**src/rtl/pkt_txq_pkg.sv**
```systemverilog
package pkt_txq_pkg;
  localparam int unsigned DATA_W = 8;

  typedef struct packed {
    logic              eop;
    logic [DATA_W-1:0] data;
  } txq_entry_t;
endpackage

```
**src/rtl/txq_store.sv**
```systemverilog
module txq_store
  import pkt_txq_pkg::*;
#(
  parameter int unsigned DEPTH = 64,
  localparam int unsigned AW   = $clog2(DEPTH)
) (
  input  logic       clk_i,
  input  logic       we_i,
  input  logic [AW-1:0] waddr_i,
  input  txq_entry_t wdata_i,
  input  logic [AW-1:0] raddr_i,
  output txq_entry_t rdata_o
);
  txq_entry_t mem_q [DEPTH];

  always_ff @(posedge clk_i) begin
    if (we_i) mem_q[waddr_i] <= wdata_i;
  end

  assign rdata_o = mem_q[raddr_i];
endmodule

```
**src/rtl/txq_ctrl.sv**
```systemverilog
module txq_ctrl #(
  parameter int unsigned DEPTH = 64,
  localparam int unsigned AW   = $clog2(DEPTH),
  localparam int unsigned CW   = $clog2(DEPTH + 1)
) (
  input  logic          clk_i,
  input  logic          rst_ni,
  input  logic          wr_en_i,
  input  logic          pop_i,
  input  logic          flush_i,
  output logic          wr_ok_o,
  output logic          rd_ok_o,
  output logic          wr_drop_o,
  output logic [AW-1:0] wr_ptr_o,
  output logic [AW-1:0] rd_ptr_o,
  output logic [CW-1:0] used_o,
  output logic [CW-1:0] used_nxt_o,
  output logic          empty_o
);
  localparam logic [CW-1:0] DEPTH_C = CW'(DEPTH);
  localparam logic [AW-1:0] LAST_C  = AW'(DEPTH - 1);

  logic [AW-1:0] wr_ptr_q, rd_ptr_q, wr_ptr_d, rd_ptr_d;
  logic [CW-1:0] used_q, used_d;
  logic          full;

  function automatic logic [AW-1:0] ptr_inc(input logic [AW-1:0] p);
    if ((1 << AW) == DEPTH) return p + 1'b1;
    else                    return (p == LAST_C) ? '0 : p + 1'b1;
  endfunction

  assign full      = (used_q == DEPTH_C);
  assign empty_o   = (used_q == '0);
  assign wr_ok_o   = wr_en_i && !full && !flush_i;
  assign rd_ok_o   = pop_i && !empty_o && !flush_i;
  assign wr_drop_o = wr_en_i && full && !flush_i;

  always_comb begin
    wr_ptr_d = wr_ptr_q;
    rd_ptr_d = rd_ptr_q;
    used_d   = used_q;
    if (flush_i) begin
      wr_ptr_d = '0;
      rd_ptr_d = '0;
      used_d   = '0;
    end else begin
      if (wr_ok_o) wr_ptr_d = ptr_inc(wr_ptr_q);
      if (rd_ok_o) rd_ptr_d = ptr_inc(rd_ptr_q);
      case ({wr_ok_o, rd_ok_o})
        2'b10:   used_d = used_q + 1'b1;
        2'b01:   used_d = used_q - 1'b1;
        default: used_d = used_q;
      endcase
    end
  end

  always_ff @(posedge clk_i or negedge rst_ni) begin
    if (!rst_ni) begin
      wr_ptr_q <= '0;
      rd_ptr_q <= '0;
      used_q   <= '0;
    end else begin
      wr_ptr_q <= wr_ptr_d;
      rd_ptr_q <= rd_ptr_d;
      used_q   <= used_d;
    end
  end

  assign wr_ptr_o   = wr_ptr_q;
  assign rd_ptr_o   = rd_ptr_q;
  assign used_o     = used_q;
  assign used_nxt_o = used_d;
endmodule

```
**src/rtl/txq_flags.sv**
```systemverilog
module txq_flags #(
  parameter int unsigned DEPTH = 64,
  localparam int unsigned CW   = $clog2(DEPTH + 1)
) (
  input  logic          clk_i,
  input  logic          rst_ni,
  input  logic          rd_ok_i,
  input  logic          wr_drop_i,
  input  logic [CW-1:0] used_nxt_i,
  input  logic [CW-1:0] thresh_i,
  input  logic          irq_clr_i,
  input  logic          ovf_clr_i,
  output logic          irq_o,
  output logic          ovf_o
);
  localparam logic [CW-1:0] DEPTH_C = CW'(DEPTH);

  logic [CW-1:0] free_nxt;
  logic          irq_set;

  assign free_nxt = DEPTH_C - used_nxt_i;
  // only framer reads qualify
  assign irq_set  = rd_ok_i && (free_nxt > thresh_i);

  always_ff @(posedge clk_i or negedge rst_ni) begin
    if (!rst_ni) begin
      irq_o <= 1'b0;
      ovf_o <= 1'b0;
    end else begin
      if (irq_set)        irq_o <= 1'b1;
      else if (irq_clr_i) irq_o <= 1'b0;
      if (wr_drop_i)      ovf_o <= 1'b1;
      else if (ovf_clr_i) ovf_o <= 1'b0;
    end
  end
endmodule

```
**src/rtl/pkt_txq.sv**
```systemverilog
module pkt_txq
  import pkt_txq_pkg::*;
#(
  parameter int unsigned DEPTH = 64,
  localparam int unsigned AW   = $clog2(DEPTH),
  localparam int unsigned CW   = $clog2(DEPTH + 1)
) (
  input  logic              clk_i,
  input  logic              rst_ni,
  input  logic              wr_en_i,
  input  logic              wr_last_i,
  input  logic [DATA_W-1:0] wr_data_i,
  output logic [CW-1:0]     free_cnt_o,
  input  logic [CW-1:0]     thresh_i,
  input  logic              pop_i,
  output logic [DATA_W-1:0] pop_data_o,
  output logic              pop_last_o,
  output logic              empty_o,
  input  logic              flush_i,
  input  logic              irq_clr_i,
  input  logic              ovf_clr_i,
  output logic              irq_o,
  output logic              ovf_o
);
  localparam logic [CW-1:0] DEPTH_C = CW'(DEPTH);

  logic          wr_ok, rd_ok, wr_drop;
  logic [AW-1:0] wr_ptr, rd_ptr;
  logic [CW-1:0] used, used_nxt;
  txq_entry_t    wr_ent, rd_ent;

  assign wr_ent.eop  = wr_last_i;
  assign wr_ent.data = wr_data_i;

  txq_ctrl #(.DEPTH(DEPTH)) u_ctrl (
    .clk_i      (clk_i),
    .rst_ni     (rst_ni),
    .wr_en_i    (wr_en_i),
    .pop_i      (pop_i),
    .flush_i    (flush_i),
    .wr_ok_o    (wr_ok),
    .rd_ok_o    (rd_ok),
    .wr_drop_o  (wr_drop),
    .wr_ptr_o   (wr_ptr),
    .rd_ptr_o   (rd_ptr),
    .used_o     (used),
    .used_nxt_o (used_nxt),
    .empty_o    (empty_o)
  );

  txq_store #(.DEPTH(DEPTH)) u_store (
    .clk_i   (clk_i),
    .we_i    (wr_ok),
    .waddr_i (wr_ptr),
    .wdata_i (wr_ent),
    .raddr_i (rd_ptr),
    .rdata_o (rd_ent)
  );

  txq_flags #(.DEPTH(DEPTH)) u_flags (
    .clk_i      (clk_i),
    .rst_ni     (rst_ni),
    .rd_ok_i    (rd_ok),
    .wr_drop_i  (wr_drop),
    .used_nxt_i (used_nxt),
    .thresh_i   (thresh_i),
    .irq_clr_i  (irq_clr_i),
    .ovf_clr_i  (ovf_clr_i),
    .irq_o      (irq_o),
    .ovf_o      (ovf_o)
  );

  assign free_cnt_o = DEPTH_C - used;
  assign pop_data_o = rd_ent.data;
  assign pop_last_o = rd_ent.eop;
endmodule

```
**config.mk**
```make
export PLATFORM = sky130hd
export DESIGN_NAME = pkt_txq
export DESIGN_NICKNAME = d
export VERILOG_FILES = /design/src/rtl/pkt_txq_pkg.sv /design/src/rtl/txq_store.sv /design/src/rtl/txq_ctrl.sv /design/src/rtl/txq_flags.sv /design/src/rtl/pkt_txq.sv
export SDC_FILE = /design/constraint.sdc
export NUM_CORES = 1
export LEC_CHECK = 0
export BUFFER_PORTS_ARGS = -buffer_cell sky130_fd_sc_hd__buf_4
export CORE_MARGIN = 10
export CORE_UTILIZATION = 62
export CTS_BUF_LIST = sky130_fd_sc_hd__clkbuf_8 sky130_fd_sc_hd__clkbuf_16
export DETAILED_ROUTE_END_ITERATION = 16
export GPL_TIMING_DRIVEN = 0
export PLACE_DENSITY = 0.79
export SLEW_MARGIN = 15
export SYNTH_ARGS = -nofsm -noshare
export SYNTH_HDL_FRONTEND = slang
export SYNTH_SLANG_ARGS = --single-unit
export TNS_END_PERCENT = 20
```
**constraint.sdc**
```tcl
create_clock -name clk_i -period 5.13 [get_ports clk_i]
set_input_delay 0.2565 -clock clk_i [delete_from_list [all_inputs] [get_ports clk_i]]
set_output_delay 0.2565 -clock clk_i [all_outputs]
set_load 0.01 [all_outputs]
```
# Yosys cells after proc, flatten, opt, wreduce, memory -nomap -nowiden
# Memory sizes are Yosys's and may differ from the RTL's.
# Cells that the tools add are included.
# totals
register_bits	21
output_inout_bits	19
mem_bits_rw	576
latch_bits	0
elab_cells	43
romBits	0
in_bits	23
n_memories	1
# mem_list
memory	words	width	read_ports	rd_ports_with_merged_regs	wr	line	source
u_store.mem_q	64	9	1	0	1	txq_store.sv:14	txq_entry_t mem_q [DEPTH];
# classes
order_cmp	1
shifts	0
bitwise	0
add_sub_neg	6
eq_ne	3
mux	12
mul	0
n_reduce_logical	15
div_mod_pow	0
# ops
operator	count
$mux W6	4
$pmux W7 S2	1
$sub A7 B7 Y7 const A	2
$add A6 B1 Y6 const B	2
$reduce_bool A2 Y1	4
$add A7 B1 Y7 const B	1
$eq A7 B7 Y1 const B	1
$gt A7 B7 Y1	1
$logic_and A1 B1 Y1	7
$logic_not A7 Y1	1
$mux W7	1
$sub A7 B1 Y7 const B	1
$mux W1	6
$logic_not A1 Y1	3
$eq A2 B1 Y1 const B	1
$eq A2 B2 Y1 const B	1

# Logic depth before layout (Yosys ltp)
# Gate-level depths: netlist of run 1.
# depth
word_depth	11
mapped_depth	21
ltp_nobuf	20

# Modules after synthesis
# From an unflattened synthesis of run 1, not the netlist that was laid out.
# hier_totals
cells_unflattened	1193
area_unflattened_um2	24114.4
# by_module_without_submodules
module	instances	area_each_um2	cells_per_inst	seq_area_each_um2
txq_store	1	22414.0	1011	17296.6
txq_ctrl	1	1252.5	125	475.5
txq_flags	1	346.6	43	50.0
pkt_txq	1	101.3	14	0.0

# Worst setup path before layout of run 1
# OpenSTA, ideal clock, no wires.
# synth_path
kind	reg2reg
start	reg u_ctrl.used_q[0], in the netlist u_ctrl.used_o[0]
end	reg u_flags.irq_o
path_buffers	0
slack_ns	1.377
setup_ns	0.129
synth_period_minus_slack_ns	3.753
arrival_time_ns	3.624
stages_incl_launch_ff	18
required_time_ns	5.001
cell_sequence	dfrtp_1 inv_1 ha_1 nand3b_1 o21ai_0 nor2_1 ha_1 ha_1 a21oi_1 a2111oi_0 nor3_1 inv_1 or3_1 xnor2_1 ha_1 nand4_1 o21ai_0 o22ai_1
# synth_between
elab_chain_len	11
word_cells_on_any_way	19
cone_classes	add/sub (3); order compare (1); eq/ne (3); mux (3); reduce/logical (9)
# synth_lines
item	line	source
from (decl)	txq_ctrl.sv:24	logic [CW-1:0] used_q, used_d;
from (signal assigned)	txq_ctrl.sv:65	used_q <= used_d;
$eq A7 B7 Y1 or $logic_not A7 Y1 (tied branches)	txq_ctrl.sv:32, txq_ctrl.sv:33	
$logic_not A1 Y1, on equally long branches	txq_ctrl.sv:34, txq_ctrl.sv:35	
$logic_and A1 B1 Y1, on equally long branches (2 in a row)	txq_ctrl.sv:34, txq_ctrl.sv:35	
$eq A2 B1 Y1 or $eq A2 B2 Y1 (tied branches)	txq_ctrl.sv:49	case ({wr_ok_o, rd_ok_o})
$pmux W7 S2 (*)	txq_ctrl.sv:49	
$mux W7 (*)	txq_ctrl.sv:42	if (flush_i) begin
via u_ctrl.used_nxt_o[4]	txq_ctrl.sv:17	output logic [CW-1:0] used_nxt_o,
$sub A7 B7 Y7 (*)	txq_flags.sv:21	assign free_nxt = DEPTH_C - used_nxt_i;
$gt A7 B7 Y1 (*)	txq_flags.sv:23	assign irq_set = rd_ok_i && (free_nxt > thresh_i);
$logic_and A1 B1 Y1 (*)	txq_flags.sv:23	
$mux W1 or $reduce_bool A2 Y1 (tied branches)	-	
to (signal assigned)	txq_flags.sv:27	irq_o <= 1'b0;
to (signal assigned)	txq_flags.sv:30	if (irq_set) irq_o <= 1'b1;
to (signal assigned)	txq_flags.sv:31	else if (irq_clr_i) irq_o <= 1'b0;
to (decl)	txq_flags.sv:13	output logic irq_o,
# The timed path passes the listed nets; every way through them passes the cells marked *.
# A chain may end at the register's enable or synchronous reset.

# Final worst setup path of run 1
# Same ends and word-level chain as after synthesis.

==> results of run 1 <==
-- Yosys cell counts, drive strengths merged (2+ instances only) --
cell,count,share of area
a22oi,53,0.017
nand3,32,0.0067
nor3,5,0.0010
clkbuf,22,0.0034
nand3b,5,0.0016
a221oi,10,0.0036
a31oi,5,0.0013
a21o,4,0.0012
nor2,89,0.014
and2,4,0.0010
a21oi,28,0.0058
o21ai,15,0.0031
xor2,13,0.0047
a2111oi,3,0.0011
mux4,90,0.084
and3,5,0.0013
a211oi,18,0.0056
mux2i,120,0.050
inv,19,0.0030
ha,17,0.0088
nand2,44,0.0069
o22ai,10,0.0026
nand4,3,0.00078
or3,4,0.0010
edfxtp,576,0.72
xnor2,9,0.0033
dfrtp,21,0.022
a31o,4,0.0015
nor4b,4,0.0015
nor2b,20,0.0052
or2,2,0.00052
buf,55,0.013
nand2b,2,0.00052
-- flip-flops by register name, summed over array words and instances (netlist names) --
name,flops
u_ctrl.used_o,7
u_ctrl.wr_ptr_o,6
u_flags.irq_o,1
u_flags.ovf_o,1
u_ctrl.rd_ptr_o,6
u_store.mem_q,576
-- worst max-delay path, stage by stage, from the launching register on --
cell and delay [ns]:
dfrtp_1 0.47, inv_1 0.12, ha_1 0.25, nand3b_1 0.14, o21ai_1 0.39, nor2_1 0.16, ha_1 0.38, ha_1 0.41
a21oi_1 0.28, a2111oi_0 0.16, nor3_1 0.45, inv_1 0.10, or3_1 0.37, xnor2_1 0.14, ha_1 0.29, nand4_1 0.11
o21ai_0 0.19, nor2_1 0.06, o22ai_1 0.12
-- worst paths after layout --
path,startpoint,endpoint,cells after the start
setup / recovery,u_ctrl.used_o[0]$_DFF_PN0_,u_flags.irq_o$_DFFE_PN0P_,18
hold / removal,rst_ni,u_ctrl.used_o[2]$_DFF_PN0_,2
setup reg to reg,u_ctrl.used_o[0]$_DFF_PN0_,u_flags.irq_o$_DFFE_PN0P_,18
hold reg to reg,u_flags.irq_o$_DFFE_PN0P_,u_flags.irq_o$_DFFE_PN0P_,2
max in group asynchronous,rst_ni,u_ctrl.rd_ptr_o[2]$_DFFE_PN0P_,2
min in group clk_i,pop_i,u_ctrl.rd_ptr_o[1]$_DFFE_PN0P_,4
-- cell type report --
cell class,instances,share of cell area
diodes,1,0.0000929
plain buffers,77,0.0146
clock buffers,61,0.0550
clock inverters,43,0.0146
inverters,19,0.00265
multi-input cells,630,0.215
flip-flops and latches,597,0.662
well taps,518,0.0241
repair buffers,44,0.0126
-- stage by stage --
step	hold WS, ns	total power [W]	instances	utilization	setup slack (ns)
2_1_floorplan	-0.0391	0.00668	1323	-	1.38
3_3_place_gp	0.167	0.00726	1881	0.649	0.399
3_5_place_dp	0.166	0.00730	1881	0.649	0.281
4_1_cts	0.0799	0.0114	1989	0.698	0.260
5_1_grt	0.102	0.0117	1989	0.698	0.0826
6_report	0.103	0.0114	1990	0.699	0.450
-- timing repair --
action / in CTS / in global routing
buffers inserted: 0 / 0
endpoints found under the hold margin: 23 / 0
setup endpoints to repair: 0 / 1
hold buffers: 4 / 0
resized for setup: 0 / 1
-- cell families (layout without fill, tap and decap cells) --
family                     count (synthesis)  count (layout)  share of synthesized area
AOI/OAI and AO/OA                        155             155                     0.0443
muxes                                    211             211                      0.135
adders and majority gates                 18              18                    0.00967
other                                      0               1                          0
xor gates and xnor gates                  22              22                    0.00801
buffers and inverters                     96             244                     0.0193
and+or+nand+nor                          224             224                     0.0437
DFF                                      597             597                      0.740
-- routing by layer --
| metal | wire length, microns | global-route usage |
|---|---|---|
| met5 | 0 | 0 |
| met4 | 2180 | 0.102 |
| met3 | 4970 | 0.0381 |
| met2 | 27100 | 0.379 |
| met1 | 21100 | 0.319 |
-- where the power goes --
| part | internal, W | switching [W] | leakage, nW |
|---|---|---|---|
| clock | 0.00247 | 0.00173 | 0.968 |
| sequential | 0.00537 | 0.0000250 | 5.47 |
| combinational | 0.000793 | 0.00102 | 2.17 |
==> results.md, run 1 <==
* Post-Syn Nets at 1364
* H-tree levels at 2
* Slew HR at 0.300
* Kind of end point of the critical path: flop
* DR iter-0 viols at 1339
* First-pass GRT wire length at 82900 microns
* # fillers at 2416
* Syn_area_per_cell at 18.2 sq um
* Port bufs at 40
* Routability cong. at 0.903
* Commonest non-fill, non-tap cell in the layout: edfxtp_1
* Worst min path class: in -> async
* Total clock sinks at 597
* RSZ-0062 raised after global routing: false
* Clock period minus worst slack at 4.68 ns
* Sequential cell area at 0.0178 sq mm
* Clk buf depth at 3
* Pin count of the biggest net entering global routing at 65
* Final Hold Viols at 0
* GRT overflow at 0
* WS Path Type: reg -> reg
* Post-Syn Area at 0.0241 sq mm
* Total track usage at 0.236
* CTS tree: yes
* DRT Pass-1 Iters at 5
* R2R setup slack at 0.45 ns
* Leakage power at 8.60 nW
* Share of layout cells above drive strength 1 at 0.184
* Multi-input logic area at 0.00578 sq mm
* F_max at 214 MHz
* Synth unique cells at 50
* Total CTS buffers at 56
* Post-Route Skew at 0.0170 ns
* Slew Limit Fails at 0
* Ports at 42
* Max cap viols at 0
* Fin crit share at 0.912
* Commonest non-fill, non-tap cells in the layout: 576 x edfxtp_1, 120 x mux2i_1, 90 x mux4_2, 88 x nor2_1, 57 x clkbuf_16
* Final setup violation count at 0
* CP startpoint kind: flop
* Total Wirelength at 55400 microns
* Placed Area at 0.0250 sq mm
* Post-synth EDFFs at 576
* Die width at 217 microns
* Clk slew on worst S/H paths at 0.06 ns
* Via count at 13.0k
* Slew @ Worst Pin at 1.05 ns
* Asr flop ratio synth at 0.0352
* Pwr Density at 423 mW/mm^2
* Synthesized instance count at 1323
* Area grow syn2layout at 11.9%
* Status: complete, no violations
* Worst-path fanout max at 11
* Register area share after synthesis at 0.740
* DP HPWL at 34600 microns
* # rows at 72
* Post-Layout Inst Area at 0.0269 sq mm
* Most used DFF post-synth: edfxtp_1
* Arr. time, crit path at 5.19 ns
* Vias in the first global route at 13.1k
* Die Span Y at 217 microns
* #FFs+latches synth at 597
* Maximum vdd drop at 0.302 mV
* Starting Density at 0.624
* Final ANT Viol Nets at 0
* WL/cell at 27.9 microns
* Setup TNS at 0 ns
* Synthesis Warnings at 0
* Die area at 0.0471 sq mm
* CP required at 5.64 ns
* Nets at 1466
* Root Buffer: clkbuf_16
* Worst-Skew Late Latency at 0.59 ns
* Via density per instance at 6.53
* Core ar. at 0.0386 sq mm
* Antenna violations before repair at 2
* Detailed-route DRC error count at 0
Power figures use the tool's default switching activity.
==> run 2, diff against run 1 <==
Settings changed: CORE_UTILIZATION 62 to 56, PLACE_DENSITY 0.79 to unset, PLACE_DENSITY_LB_ADDON set to 0.05.
Clock period 5.13 ns to 3.8 ns, I/O delays scaled along.
==> run 2 against run 1 <==
Compared with the run above: critical path depth is 1 lower; via count down 1.7%; combinational power is 47% higher; final area rose by 1.4%; maximum frequency grew 25%; sequential power grew 35%; highest routed layer unchanged; clock power grew 32%; clock-buffer cell count is 2 lower; critical endpoint unchanged; register-to-register slack worse by 0.40 ns; flip-flop and latch count is the same.
==> results.md, run 2 (synthesis gave the netlist of run 1 again) <==
* Critical path, cell by cell: nor3_4 > nand3b_1 > o21ai_4 > nor2_4 > ha_4 > buf_6 > ha_4 > and3_1 > a221oi_4 > o211ai_1 > or3_1 > xnor2_1 > ha_1 > nand4_1 > o21ai_2 > nor2_1 > o22ai_1
* CP required at 4.33 ns (-1.31 ns)
* # rows at 75 (+4.2%)
* H-tree levels at 2 (unchanged)
* Crit-path slowest cell: dfrtp_2
* GRT overflow at 0 (unchanged)
* Status: complete, no violations
* Worst-path fanout max at 6 (-5)
* Kind of end point of the critical path: flop
* Clk buf depth at 3 (unchanged)
* Max incr delay on CP at 0.44 ns (-0.03 ns)
* Power consumption at 0.0155 W (+36%)
* Via count at 12.8k (-1.7%)
* Crit-path leading delay family: simple AND/OR/NAND/NOR gates
* Slew HR at 0.269 (-0.0309)
* DP HPWL at 35700 microns (+3.2%)
* Fin crit share at 0.988 (+0.0752)
* DR iter-0 viols at 1225 (-8.5%)
* Final ANT Viol Nets at 0 (unchanged)
* DRT Pass-1 Iters at 5 (unchanged)
* WL/cell at 28.3 microns (+1.6%)
* Arr. time, crit path at 4.28 ns (-0.91 ns)
* Antenna violations before repair at 0 (-2)
* Leakage power at 8.71 nW (+1.3%)
* Root Buffer: clkbuf_16
* Detailed-route DRC error count at 0 (unchanged)
* CTS tree: yes
* Max cap viols at 0 (unchanged)
* CP startpoint kind: flop
* Share of layout cells above drive strength 1 at 0.216 (+0.0328)
* Die width at 227 microns (+4.7%)
* Clk slew on worst S/H paths at 0.06 ns (about the same)
* Most used cell, CP: ha_4
* RSZ-0062 raised after global routing: true
* Nets at 1488 (+1.5%)
* Commonest non-fill, non-tap cell in the layout: edfxtp_1
* Max reg flops at 576 (unchanged)
* Ant. Diodes at 0 (-1)
* Final Hold Viols at 0 (unchanged)
* Via density per instance at 6.29 (-3.7%)
* Core ar. at 0.0422 sq mm (+9.5%)
* Total clock sinks at 597 (unchanged)
* Post-Route Skew at 0.0300 ns (+0.0131 ns)
* Vias in the first global route at 12.5k (-4.3%)
* Final setup violation count at 0 (unchanged)
* Pin count of the biggest net entering global routing at 65 (unchanged)
* Maximum vdd drop at 0.408 mV (+35%)
* WP buf/inv at 1 (-1)
* WS Path Type: reg -> reg
* F_max at 266 MHz (+25%)
* R2R setup slack at 0.05 ns (-0.40 ns)
* Reg with most FFs: u_store.mem_q
* Total CTS buffers at 59 (+5.4%)
* Commonest non-fill, non-tap cells in the layout: 576 x edfxtp_1, 120 x mux2i_1, 90 x mux4_2, 83 x nor2_1, 75 x buf_4
* Die Span Y at 227 microns (+4.7%)
* Worst-Skew Late Latency at 0.62 ns (+0.03 ns)
* Slew @ Worst Pin at 1.09 ns (+0.0423 ns)
* Total Wirelength at 57500 microns (+3.8%)
* Die area at 0.0517 sq mm (+9.7%)
* Clock period minus worst slack at 3.75 ns (-0.928 ns)
* Ports at 42 (unchanged)
* First-pass GRT wire length at 83200 microns (+0.32%)
* Pwr Density at 566 mW/mm^2 (+34%)
* Area grow syn2layout at 13.5%
* Slew Limit Fails at 0 (unchanged)
* Min Hold Slack at 0.0221 ns (-0.0811 ns)
* Worst min path class: in -> async
* # fillers at 2929 (+21%)
* Starting Density at 0.570 (-0.0543)
* Routability cong. at 0.863 (-4.4%)
* Port bufs at 40 (unchanged)
* Total track usage at 0.225 (-0.0117)
-- run 2: metrics by stage --
stage / utilization / area [sq um] / std cells / worst slack [ns] / TNS [ns]
2_1_floorplan: - / 24100 / 1323 / 0.0469 / 0
3_3_place_gp: 0.593 / 25000 / 1902 / -1.13 / -1.13
3_5_place_dp: 0.593 / 25000 / 1902 / -1.17 / -1.18
4_1_cts: 0.641 / 27100 / 2019 / -0.0310 / -0.0310
5_1_grt: 0.647 / 27300 / 2032 / -0.136 / -0.136
6_report: 0.647 / 27300 / 2032 / 0.0473 / 0
-- run 2: power breakdown --
part,switching [W],internal [W],total (W)
clock network,0.00238,0.00313,0.00551
logic,0.00148,0.00119,0.00267
registers,0.0000310,0.00725,0.00729
total,0.00389,0.0116,0.0155
-- run 2: layer usage --
| metal | routed length [microns] | track usage |
|---|---|---|
| met5 | 0 | 0 |
| met4 | 1530 | 0.0669 |
| met3 | 4730 | 0.0502 |
| met2 | 27400 | 0.349 |
| met1 | 23900 | 0.315 |
-- run 2: timing repair --
item,CTS,global route
cloned,0,0
setup buffers,7,15
hold buffers,4,0
hold endpoints to repair,23,0
resized for setup,35,29
pin swaps,5,25
setup endpoints to repair,9,9
-- run 2: layout make-up --
type	count	area, sq um	share of cell area
tap	539	674	0.0247
multi-input combinational	630	6020	0.220
sequential	597	17800	0.653
timing repair buffer	65	502	0.0184
buffer	75	409	0.0150
clock inverter	48	338	0.0124
inverter	19	71.3	0.00261
clock buffer	59	1480	0.0540
-- run 2: path summary, 6_finish.rpt --
kind,startpoint,end,cells after the start
worst max-delay path,u_ctrl.used_o[2]$_DFF_PN0_,u_flags.irq_o$_DFFE_PN0P_,17
min in group clk_i,thresh_i[6],u_flags.irq_o$_DFFE_PN0P_,5
worst min-delay path,rst_ni,u_ctrl.rd_ptr_o[2]$_DFFE_PN0P_,2
worst max register to register,u_ctrl.used_o[2]$_DFF_PN0_,u_flags.irq_o$_DFFE_PN0P_,17
worst min register to register,u_flags.irq_o$_DFFE_PN0P_,u_flags.irq_o$_DFFE_PN0P_,2
max in group asynchronous,rst_ni,u_ctrl.wr_ptr_o[3]$_DFFE_PN0P_,2
==> run 3, diff against run 2 <==
Settings changed: CORE_ASPECT_RATIO set to 1.25, CTS_CLUSTER_DIAMETER set to 80, PLACE_DENSITY_LB_ADDON 0.05 to 0.08.
==> run 3 against run 2 <==
Compared with the run above: flip-flop and latch count stayed put; non-clock buffer count is 1 lower; sequential power hardly changed; critical endpoint unchanged; largest cell class unchanged.
==> results.md, run 3 (synthesis gave the netlist of run 1 again) <==
* Commonest non-fill, non-tap cells in the layout: 576 x edfxtp_1, 119 x mux2i_1, 90 x mux4_2, 85 x nor2_1, 70 x buf_4
* CTS tree: yes
* Clk slew on worst S/H paths at 0.06 ns (about the same)
* Placed Area at 0.0251 sq mm (about the same)
* Worst-path fanout max at 6 (unchanged)
* Arr. time, crit path at 4.20 ns (-0.08 ns)
* # rows at 84 (+12%)
* R2R setup slack at 0.07 ns (+0.02 ns)
* Die area at 0.0517 sq mm (about the same)
* RR Endpoint: u_flags.irq_o$_DFFE_PN0P_
* Min Hold Slack at 0.0659 ns (+0.0439 ns)
* Die width at 205 microns (-9.6%)
* WP buf/inv at 1 (unchanged)
* RR Startpoint: u_ctrl.used_o[0]$_DFF_PN0_
* Detailed-route DRC error count at 0 (unchanged)
* Antenna violations before repair at 0 (unchanged)
* Nets at 1483 (-0.34%)
* Maximum vdd drop at 0.394 mV (-3.3%)
* Ports at 42 (unchanged)
* Sequential cell area at 0.0178 sq mm (about the same)
* Pwr Density at 558 mW/mm^2 (-1.4%)
* Crit-path leading delay family: compound AO/OA/AOI/OAI gates
* Reg2Reg Depth at 17 (unchanged)
* First-pass GRT wire length at 83900 microns (+0.81%)
* Kind of end point of the critical path: flop
* Max incr delay on CP at 0.41 ns (-0.03 ns)
* DRT Pass-1 Iters at 5 (unchanged)
* H-tree levels at 2 (unchanged)
* CP required at 4.26 ns (-0.07 ns)
* GRT overflow at 0 (unchanged)
* Max reg flops at 576 (unchanged)
* Setup TNS at 0 ns (unchanged)
* Starting Density at 0.570 (about the same)
* Multi-input logic area at 0.00597 sq mm (-0.77%)
* Max cap viols at 0 (unchanged)
* Worst-Skew Late Latency at 0.59 ns (-0.03 ns)
* Slew HR at 0.311 (+0.0416)
* Final setup violation count at 0 (unchanged)
* Ant. Diodes at 0 (unchanged)
* Via density per instance at 6.18 (-1.7%)
* Via count at 12.6k (-1.1%)
* Status: complete, no violations
* Root Buffer: clkbuf_16
* Power consumption at 0.0152 W (-2.0%)
* DP HPWL at 35700 microns (+0.25%)
* Total CTS buffers at 55 (-6.8%)
* Slew Limit Fails at 0 (unchanged)
* Final Hold Viols at 0 (unchanged)
* Crit path from: u_ctrl.used_o[0]$_DFF_PN0_
* CP startpoint kind: flop
* Total clock sinks at 597 (unchanged)
* Total Wirelength at 57200 microns (-0.66%)
* # fillers at 3035 (+3.6%)
* WL/cell at 28.0 microns (-1.3%)
* Pin count of the biggest net entering global routing at 65 (unchanged)
* Routability cong. at 0.900 (+4.3%)
* Clock period minus worst slack at 3.73 ns (-0.0183 ns)
* Slew @ Worst Pin at 1.03 ns (-0.0621 ns)
* DR iter-0 viols at 1086 (-11%)
* Area grow syn2layout at 12.9%
* F_max at 268 MHz (+0.49%)
* Reg with most FFs: u_store.mem_q
* Vias in the first global route at 12.7k (+1.3%)
* Critical path, cell by cell: inv_1 > ha_4 > nand3b_1 > o21ai_2 > nor2_2 > ha_4 > ha_1 > a21o_1 > a21o_1 > a211oi_2 > nand3b_1 > or3_4 > xnor2_2 > ha_1 > nand4_1 > o21ai_1 > o22ai_1
* Die Span Y at 252 microns (+11%)
* Port bufs at 40 (unchanged)
* Final ANT Viol Nets at 0 (unchanged)
* Clk buf depth at 3 (unchanged)
* Fin crit share at 0.983 (-0.00481)
* RSZ-0062 raised after global routing: true
* Share of layout cells above drive strength 1 at 0.209 (-0.00706)
* WS Path Type: reg -> reg
* Worst min path class: in -> async
* Total track usage at 0.222 (-0.00249)
* Core ar. at 0.0423 sq mm (about the same)
* Post-Layout Inst Area at 0.0272 sq mm (-0.56%)
* Crit-path slowest cell: dfrtp_2
* Leakage power at 8.63 nW (-1.0%)
* Commonest non-fill, non-tap cell in the layout: edfxtp_1
* Post-Route Skew at 0.0211 ns (-0.00890 ns)
run 3: cell count changes in the layout (fill, tap and decap cells not counted), sizes merged:
cell	previous run	this run
buf	113	112
clkinvlp	1	2
clkdlybuf4s15	1	0
bufinv	5	3
clkinv	25	22
clkbuf	81	83
inv	36	33
run 3: repair_timing:
action                                  CTS  global route
endpoints found under the setup margin    6             5
hold endpoints to repair                 23             0
setup buffers                             8            12
hold buffers                              4             0
resized for setup                        25            25
pin swaps                                 6            10
run 3: layout make-up:
class,count,share of cell area
flip-flops and latches,597,0.656
multi-input cells,630,0.220
clock buffers,60,0.0540
well taps,559,0.0257
repair buffers,64,0.0180
plain buffers,75,0.0144
clock inverters,41,0.00912
inverters,19,0.00263
run 3: worst max path at each step:
stage	endpoint	slack, ns	depth (start not counted)
after floorplan	u_flags.irq_o$_DFFE_PN0P_	0.05	17
after global placement	u_flags.irq_o$_DFFE_PN0P_	-0.96	16
after detailed placement	u_flags.irq_o$_DFFE_PN0P_	-0.98	16
after CTS	u_flags.irq_o$_DFFE_PN0P_	-0.03	18
after global routing	u_flags.irq_o$_DFFE_PN0P_	-0.16	19
final	u_flags.irq_o$_DFFE_PN0P_	0.07	17
run 3: metal layers:
layer  part of all wire  global-route usage  vias up
met4              0.041              0.0919        0
met5                  0                   0        -
met1               0.40               0.293     6496
met2               0.50               0.362      491
met3              0.066              0.0367      112
li1                   -                   -     5544
run 3: per-stage QoR:
stage | instances | utilization | setup WS (ns)
6_report | 2045 | 0.643 | 0.0655
5_1_grt | 2045 | 0.643 | -0.158
4_1_cts | 2034 | 0.638 | -0.0319
3_5_place_dp | 1922 | 0.593 | -0.982
3_3_place_gp | 1922 | 0.593 | -0.964
2_1_floorplan | 1323 | - | 0.0469
run 3: where the power goes:
part           total (W)  switching [W]  leakage (nW)  internal, W
Clock            0.00525        0.00230         0.890      0.00295
Combinational    0.00263        0.00146          2.28      0.00118
Sequential       0.00728      0.0000264          5.46      0.00725
